<file path="config.mk">
export PLATFORM = sky130hd
export DESIGN_NAME = dual_phase_pwm
export DESIGN_NICKNAME = d
export VERILOG_FILES = /design/src/rtl/dpwm_pkg.sv /design/src/rtl/dpwm_timebase.sv /design/src/rtl/dpwm_phase.sv /design/src/rtl/dpwm_guard.sv /design/src/rtl/dual_phase_pwm.sv
export SDC_FILE = /design/constraint.sdc
export NUM_CORES = 1
export LEC_CHECK = 0
export ABC_CLOCK_PERIOD_IN_PS = 6120
export BUFFER_PORTS_ARGS = -buffer_cell sky130_fd_sc_hd__buf_2
export CORE_MARGIN = 2
export CORE_UTILIZATION = 62
export DETAILED_ROUTE_END_ITERATION = 10
export HOLD_SLACK_MARGIN = 0.15
export PLACE_DENSITY = 0.92
export SLEW_MARGIN = 20
export SYNTH_ARGS = -nofsm -noshare
export SYNTH_HDL_FRONTEND = slang
export SYNTH_HIERARCHICAL = 1
export SYNTH_SLANG_ARGS = --single-unit
export TNS_END_PERCENT = 30
</file>
<file path="constraint.sdc">
create_clock -name clk -period 6.12 [get_ports clk]
set_input_delay 1.224 -clock clk [delete_from_list [all_inputs] [get_ports clk]]
set_output_delay 1.224 -clock clk [all_outputs]
set_load 0.05 [all_outputs]
</file>
<file path="src/rtl/dpwm_pkg.sv">
package dpwm_pkg;

    localparam int NPH = 2;

    typedef enum logic [2:0] {
        PH_OFF,
        PH_DEAD_UP,
        PH_HIGH,
        PH_DEAD_DN,
        PH_LOW
    } ph_state_e;

    typedef struct packed {
        logic hs;
        logic ls;
    } gate_t;

    function automatic gate_t decode_gate(ph_state_e s);
        gate_t g;
        g.hs = (s == PH_HIGH);
        g.ls = (s == PH_LOW);
        return g;
    endfunction

endpackage

</file>
<file path="src/rtl/dpwm_timebase.sv">
module dpwm_timebase
    import dpwm_pkg::*;
#(
    parameter int CNT_W = 12
) (
    input  logic             clk,
    input  logic             rst,
    input  logic [CNT_W-1:0] period_i,
    output logic [NPH-1:0]   start_o
);

    logic [CNT_W-1:0] cnt;

    always_ff @(posedge clk) begin
        if (rst)
            cnt <= '0;
        else if (cnt >= period_i - CNT_W'(1))
            cnt <= '0;
        else
            cnt <= cnt + CNT_W'(1);
    end

    // Each phase starts at its share of the period: i * period / NPH.
    for (genvar i = 0; i < NPH; i++) begin : g_off
        logic [CNT_W+1:0] prod;
        logic [CNT_W-1:0] off;
        always_comb begin
            prod = (CNT_W+2)'(period_i) * (CNT_W+2)'(i);
            off  = CNT_W'(prod / (CNT_W+2)'(NPH));
        end
        assign start_o[i] = (cnt == off);
    end

    // the two phase starts fall in different cycles
    assert_single_start_R2: assert property (@(posedge clk) disable iff (rst)
        $onehot0(start_o));

endmodule

</file>
<file path="src/rtl/dpwm_phase.sv">
module dpwm_phase
    import dpwm_pkg::*;
#(
    parameter int CNT_W  = 12,
    parameter int DEAD_W = 6
) (
    input  logic              clk,
    input  logic              rst,
    input  logic              start_i,
    input  logic              oc_i,
    input  logic [CNT_W-1:0]  duty_i,
    input  logic [CNT_W-1:0]  period_i,
    input  logic [DEAD_W-1:0] dead_i,
    output gate_t             gate_o
);

    ph_state_e        st, st_n;
    logic [CNT_W-1:0] tmr, tmr_n;
    logic [CNT_W-1:0] len_q, len;
    logic [CNT_W+1:0] cap_wide;
    logic [CNT_W-1:0] cap;
    logic [CNT_W-1:0] dead_ext;

    always_comb begin
        cap_wide = ({2'b00, period_i} * (CNT_W+2)'(3)) >> 2;
        cap      = cap_wide[CNT_W-1:0];
        len      = (duty_i > cap) ? cap : duty_i;
        dead_ext = CNT_W'(dead_i);
    end

    always_comb begin
        st_n  = st;
        tmr_n = tmr;
        if (start_i) begin
            if (oc_i || len == '0) begin
                st_n = PH_LOW;
            end else if (dead_i == '0) begin
                st_n  = PH_HIGH;
                tmr_n = len;
            end else begin
                st_n  = PH_DEAD_UP;
                tmr_n = dead_ext;
            end
        end else begin
            case (st)
                PH_DEAD_UP: begin
                    if (oc_i) begin
                        st_n = PH_LOW;
                    end else if (tmr <= CNT_W'(1)) begin
                        st_n  = PH_HIGH;
                        tmr_n = len_q;
                    end else begin
                        tmr_n = tmr - CNT_W'(1);
                    end
                end
                PH_HIGH: begin
                    if (oc_i || tmr <= CNT_W'(1)) begin
                        if (dead_i == '0) begin
                            st_n = PH_LOW;
                        end else begin
                            st_n  = PH_DEAD_DN;
                            tmr_n = dead_ext;
                        end
                    end else begin
                        tmr_n = tmr - CNT_W'(1);
                    end
                end
                PH_DEAD_DN: begin
                    if (tmr <= CNT_W'(1))
                        st_n = PH_LOW;
                    else
                        tmr_n = tmr - CNT_W'(1);
                end
                default: begin
                end
            endcase
        end
    end

    always_ff @(posedge clk) begin
        if (rst) begin
            st    <= PH_OFF;
            tmr   <= '0;
            len_q <= '0;
        end else begin
            st  <= st_n;
            tmr <= tmr_n;
            if (start_i)
                len_q <= len;
        end
    end

    assign gate_o = decode_gate(st);

    // checker: length of the current high-side run
    logic [CNT_W-1:0] hs_run;
    always_ff @(posedge clk) begin
        if (rst)
            hs_run <= '0;
        else if (st_n == PH_HIGH)
            hs_run <= hs_run + CNT_W'(1);
        else
            hs_run <= '0;
    end

    // no high-side run exceeds three quarters of the period
    assert_high_cap_R4: assert property (@(posedge clk) disable iff (rst)
        hs_run <= cap);

    // an overcurrent flag removes the high side on the next clock
    assert_oc_cuts_high_R7: assert property (@(posedge clk) disable iff (rst)
        oc_i |=> !gate_o.hs);

    // the high side never rises right after a sampled overcurrent flag
    assert_resume_clear_R8: assert property (@(posedge clk) disable iff (rst)
        $rose(gate_o.hs) |-> !$past(oc_i));

endmodule

</file>
<file path="src/rtl/dpwm_guard.sv">
module dpwm_guard
    import dpwm_pkg::*;
(
    input  logic                clk,
    input  logic                rst,
    input  logic                fault_i,
    input  logic                disable_i,
    input  gate_t [NPH-1:0]     gate_i,
    output logic  [NPH-1:0]     hs_o,
    output logic  [NPH-1:0]     ls_o
);

    logic fault_lat;

    always_ff @(posedge clk) begin
        if (rst)
            fault_lat <= 1'b0;
        else if (fault_i)
            fault_lat <= 1'b1;
    end

    always_comb begin
        for (int i = 0; i < NPH; i++) begin
            if (disable_i) begin
                hs_o[i] = 1'b0;
                ls_o[i] = 1'b0;
            end else if (fault_lat) begin
                hs_o[i] = 1'b0;
                ls_o[i] = 1'b1;
            end else begin
                hs_o[i] = gate_i[i].hs;
                ls_o[i] = gate_i[i].ls;
            end
        end
    end

    // no phase drives both switches together
    assert_no_overlap_R6: assert property (@(posedge clk) disable iff (rst)
        (hs_o & ls_o) == '0);

    // a fault forces every low side on from the next clock
    assert_fault_force_R10: assert property (@(posedge clk) disable iff (rst)
        fault_i |=> (disable_i || (hs_o == '0 && ls_o == '1)));

endmodule

</file>
<file path="src/rtl/dual_phase_pwm.sv">
module dual_phase_pwm
    import dpwm_pkg::*;
#(
    parameter int CNT_W  = 12,
    parameter int DEAD_W = 6
) (
    input  logic                      clk,
    input  logic                      rst,
    input  logic [CNT_W-1:0]          period_i,
    input  logic [DEAD_W-1:0]         dead_i,
    input  logic [1:0][CNT_W-1:0]     duty_i,
    input  logic [1:0]                oc_i,
    input  logic                      fault_i,
    input  logic                      disable_i,
    output logic [1:0]                hs_o,
    output logic [1:0]                ls_o
);

    logic  [NPH-1:0] start;
    gate_t [NPH-1:0] gate;

    dpwm_timebase #(.CNT_W(CNT_W)) u_tb (
        .clk      (clk),
        .rst      (rst),
        .period_i (period_i),
        .start_o  (start)
    );

    for (genvar i = 0; i < NPH; i++) begin : g_ph
        dpwm_phase #(.CNT_W(CNT_W), .DEAD_W(DEAD_W)) u_ph (
            .clk      (clk),
            .rst      (rst),
            .start_i  (start[i]),
            .oc_i     (oc_i[i]),
            .duty_i   (duty_i[i]),
            .period_i (period_i),
            .dead_i   (dead_i),
            .gate_o   (gate[i])
        );
    end

    dpwm_guard u_guard (
        .clk       (clk),
        .rst       (rst),
        .fault_i   (fault_i),
        .disable_i (disable_i),
        .gate_i    (gate),
        .hs_o      (hs_o),
        .ls_o      (ls_o)
    );

endmodule

</file>
==> reports/metrics.cfg, run 1 <==
[worst_setup_path]
slowest_stage = a31oi_1
crit_path_max_fanout = 13
crit_chain = buf_2, inv_1, fa_1, nor2b_4, o2111ai_2, nand3b_1, xor2_1, inv_1, ha_1, a21o_1, a221o_1, a221oi_1, a21oi_2, o2111a_1, a31oi_1, nor3_2, o311a_1
cp.arrival_ns = 5.95
cp_common_cell = inv_1
cp.required_ns = 6.36
cp-end-kind = register
critPathKind = in -> reg
max_stage_delay_ns = 0.80
worst_setup_path_start_kind = input port

[cells_and_area]
register_area_sq_um = 1340
fillCellCount = 888
fin_nets = 1025
layout-drive-gt1-share = 0.129
multiInputGateArea_sq_um = 5310
diodes = 0
final_util = 0.695
areaGrowthSynthToFinish_pct = 8.66

[logic_synthesis]
yosysWarnings = 6
avgSynthCellArea_sq_um = 7.94
synth_top_family_by_area = simple AND/OR/NAND/NOR gates
synth_top_cells_by_area = dfxtp_1 (19%), ha_1 (12%), nor2_1 (4.7%), xnor2_1 (4.5%), nand2_1 (4.0%)
synth-adder-area-share = 0.126
synth-edff-count = 0
synth_xor_area_frac = 0.0860
async_reset_ff_frac = 0
yosysMostFrequentCell = nor2_1
ys_ff_latch = 67
synth.distinct_cells = 74
synthSimpleGateAreaFrac = 0.257
yosys-top-cells-count = nor2_1 (88), nand2_1 (75), dfxtp_1 (67), ha_1 (67), a21oi_1 (45)
synth_fp_nets = 998
syn_area_sq_um = 7000
syn_inst = 881
synth_compound_area_frac = 0.248
yosysSeqAreaShare = 0.192
muxShareOfSynthArea = 0.0379
synth_ff_type = dfxtp_1
synth_top_area_cell = dfxtp_1
synth_top_area_frac = 0.192

[clock_network]
ctsHtreeMaxLevel = 3
numCtsBuffers = 9
path_clk_slew_ns = 0.06
cts_tree = yes
cts.path.max_buffers = 2
clk_latency_ns = 0.35
clock-sinks = 67
root_buffer = clkbuf_16
post-cts-setup-buffers = 0
post_cts_resized = 0
ctsHoldBuffers = 0

[timing]
hold_slack_ns = 0.469
final_hold_viol_count = 0
tightestPinTransition_ns = 1.05
rsz0062_at_grt = no
fin_crit_sh = 0.934
relSlewSlack = 0.295
finalMaxSlewViolations = 0
finalSetupTns_ns = 0
finClkSkew_ns = 0.0126
period_minus_slack_ns = 5.72
finalSetupViolCount = 0
fmax_mhz = 175

[global_route]
grt_max_degree = 45
track_usage = 0.318
grt-ovfl-total = 0
grt_pass1_wl_microns = 30500
antenna_found_initial = 0
grt_pass1_vias = 6508

[status]
status = complete, no violations

[die]
start_util = 0.640
io_pins = 52
die_area_sq_um = 12100
die_width_microns = 110
die_h_microns = 110
rows = 38
core_region_area_sq_um = 10900

[power]
p_total_mw = 2.24
p_per_area_nw_per_um2 = 295
cellLeakagePower_nw = 3.16
irDropWorstVdd_uv = 226

[placed_design]
dp_hpwl_microns = 14000
gp_congestion = 0.906
io_buffers = 51

[drt]
drt_wl_total_microns = 19000
dr.pass1.iters = 6
ant_nets = 0
routedWlPerCell_microns = 18.0
vias = 6978
via_per_inst = 6.63
drt_iter0_markers = 634
drc = 0

[min_path]
hold_path_class = reg -> reg

[job]
max-cap-violations = 0

area by class of cell:
class / count / share of cell area
flip-flops and latches: 67 / 0.176
clock buffers: 9 / 0.0296
multi-input cells: 726 / 0.698
inverters: 46 / 0.0227
repair buffers: 58 / 0.0405
clock inverters: 7 / 0.00971
well taps: 140 / 0.0230
cells by family (layout without fill, tap and decap cells):
group,Yosys count,in the layout
simple gates,330,330
compound gates,234,234
buf+inv,88,120
fa+ha+maj,69,69
xor+xnor,67,67
flops,67,67
mux,26,26
state kept, by name, indices dropped and copies added (netlist names):
name	count
g_ph.u_ph/len_q	24
g_ph.u_ph/tmr	24
u_tb/cnt	12
g_ph.u_ph/st	6
u_guard/fault_lat	1
layout by cell type, fill, tap and decap left out, drive strengths merged, types with 21 or more instances in the layout:
| cell type | count |
|---|---|
| nor2 | 88 |
| xor2 | 31 |
| buf | 58 |
| nand2 | 75 |
| ha | 67 |
| nor4 | 26 |
| dfxtp | 67 |
| or4 | 21 |
| inv | 46 |
| a211oi | 35 |
| nor3 | 23 |
| xnor2 | 36 |
| a21oi | 47 |
| mux2i | 22 |
| o21ai | 27 |
worst max-delay path, delay by kind of cell:
family | cells | cell delay, ns
AO/OA/AOI/OAI | 8 | 2.53
XOR/XNOR | 1 | 0.38
adder cells (fa/ha/maj) | 2 | 0.80
buffers and inverters | 3 | 0.41
AND/OR/NAND/NOR | 3 | 0.60
path summary, 6_finish.rpt:
| path | start | end | slack, ns | cells past startpoint |
|---|---|---|---|---|
| worst max-delay path | period_i[1] | g_ph[0].u_ph/tmr[9] | 0.40 | 17 |
| worst min-delay path | g_ph[0].u_ph/len_q[7] | g_ph[0].u_ph/len_q[7] | 0.47 | 2 |
| worst max register to register | u_tb/cnt[0] | g_ph[0].u_ph/tmr[9] | 2.49 | 11 |
| worst min register to register | g_ph[0].u_ph/len_q[7] | g_ph[0].u_ph/len_q[7] | 0.47 | 2 |
stage by stage:
step,instances,setup WS (ns),instance area (sq um)
CTS,1053,0.507,7590
detailed placement,1037,0.139,7300
global route,1053,0.117,7600
floorplan,881,1.28,7000
finish,1053,0.404,7600
global placement,1037,0.202,7300
power breakdown:
| part | internal, mW | total, mW | switching, mW | leakage [nW] |
|---|---|---|---|---|
| Combinational | 0.472 | 1.17 | 0.696 | 2.47 |
| Clock | 0.317 | 0.528 | 0.211 | 0.146 |
| Sequential | 0.488 | 0.545 | 0.0575 | 0.547 |
| Total | 1.28 | 2.24 | 0.964 | 3.16 |
per-layer routing:
metal	part of all wire	global-route usage	up-vias
li1	-	-	3358
met1	0.43	0.406	3266
met2	0.47	0.521	316
met3	0.081	0.0764	38
met4	0.021	0.116	0
met5	0	0	-
(Power assumes the default switching activity.)
==> run 2, diff against run 1 <==
RECOVER_POWER = 50   (was unset)
==> reports/metrics.cfg, run 2 (same netlist as run 1, synthesis figures left out) <==
[status]
status = finished with violations
violations = max-capacitance violations, max-slew violations

[timing]
relSlewSlack = -0.466
fmax_mhz = 171
rsz0062_at_grt = no
finalSetupViolCount = 0
finalMaxSlewViolations = 45
finalSetupTns_ns = 0
finClkSkew_ns = 0.0119
tightestPinTransition_ns = 2.20
final_hold_viol_count = 0
period_minus_slack_ns = 5.84
hold_slack_ns = 0.469
setup_ws_ns = 0.281
fin_crit_sh = 0.954

[cells_and_area]
layout_common_cells = nor2_1 (88), nand2_1 (75), ha_1 (67), dfxtp_1 (67), buf_2 (47)
final_util = 0.691
layout-drive-gt1-share = 0.116
multiInputGateArea_sq_um = 5270
fin_nets = 1025
final_area_sq_um = 7550
diodes = 0
final_cells = 1053
largestRegisters = g_ph.u_ph/len_q x24, g_ph.u_ph/tmr x24, u_tb/cnt x12
areaGrowthSynthToFinish_pct = 8.00
fillCellCount = 899
layout_commonest_cell = nor2_1
register_area_sq_um = 1340

[worst_setup_path]
cp_common_cell = inv_1
cp.required_ns = 6.35
worst_setup_path_start_kind = input port
crit_path_max_fanout = 13
slowest_stage = a31oi_1
cp-end-kind = register
max_stage_delay_ns = 0.83
rrSetupSlack_ns = 2.47
cp.arrival_ns = 6.07
critPathKind = in -> reg
crit_chain = buf_2, inv_1, fa_1, nor2b_1, o2111ai_1, nand3b_1, xor2_1, inv_1, ha_1, a21o_1, a221o_1, a221oi_1, a21oi_2, o2111a_1, a31oi_1, nor3_2, o311a_1

[die]
io_pins = 52
rows = 38
core_region_area_sq_um = 10900
die_h_microns = 110
start_util = 0.640
die_width_microns = 110
die_area_sq_um = 12100

[drt]
drc = 0
wl_met2_microns = 8840
wl_met1_microns = 8170
routedWlPerCell_microns = 18.1
drt_iter0_markers = 728
ant_nets = 0
vias = 7048
via_per_inst = 6.69
dr.pass1.iters = 6
route.met3.wl_microns = 1560
drt_wl_total_microns = 19000
top_layer = met4

[global_route]
grt_pass1_wl_microns = 30500
grt_pass1_vias = 6508
grt-ovfl-total = 0
grt_max_degree = 45
track_usage = 0.318
antenna_found_initial = 0

[clock_network]
post_cts_resized = 0
numCtsBuffers = 9
cts.path.max_buffers = 2
ctsHtreeMaxLevel = 3
clk_latency_ns = 0.35
cts_tree = yes
ctsHoldBuffers = 0
path_clk_slew_ns = 0.06
root_buffer = clkbuf_16
clock-sinks = 67
post-cts-setup-buffers = 0

[min_path]
hold_path_class = reg -> reg

[power]
cellLeakagePower_nw = 3.13
p_per_area_nw_per_um2 = 296
irDropWorstVdd_uv = 226
p_total_mw = 2.24

[placed_design]
io_buffers = 51
place_ws_ns = 0.139
placed_cell_area_sq_um = 7300
gp_congestion = 0.906
dp_hpwl_microns = 14000
dp_cells = 1037

[job]
max-cap-violations = 1

-- run 2: path summary, 6_finish.rpt --
kind / from / end / depth (start not counted)
setup / recovery: period_i[1] / g_ph[0].u_ph/tmr[2] / 17
hold / removal: g_ph[1].u_ph/len_q[9] / g_ph[1].u_ph/len_q[9] / 2
setup reg to reg: u_tb/cnt[0] / g_ph[0].u_ph/tmr[2] / 11
hold reg to reg: g_ph[1].u_ph/len_q[9] / g_ph[1].u_ph/len_q[9] / 2
-- run 2: area by class of cell --
type | instances | area share
multi-input cells | 726 | 0.698
flip-flops and latches | 67 | 0.178
repair buffers | 58 | 0.0391
clock buffers | 9 | 0.0298
well taps | 140 | 0.0232
inverters | 46 | 0.0229
clock inverters | 7 | 0.00977
-- run 2: layer usage --
layer,global-route usage,up-vias
met5,0,-
met4,0.116,0
met3,0.0764,57
met2,0.521,350
met1,0.406,3274
li1,-,3367
-- run 2: worst max-delay path: cells and delay by family --
family	cells	cell delay [ns]
AO/OA/AOI/OAI	8	2.62
adder cells (fa/ha/maj)	2	0.76
AND/OR/NAND/NOR	3	0.67
XOR/XNOR	1	0.38
buffers and inverters	3	0.41
-- run 2: power by group --
| group | leakage (nW) | switching (mW) | internal (mW) | total, mW |
|---|---|---|---|---|
| Sequential | 0.547 | 0.0574 | 0.488 | 0.545 |
| Combinational | 2.43 | 0.697 | 0.468 | 1.17 |
| Clock | 0.146 | 0.210 | 0.317 | 0.527 |
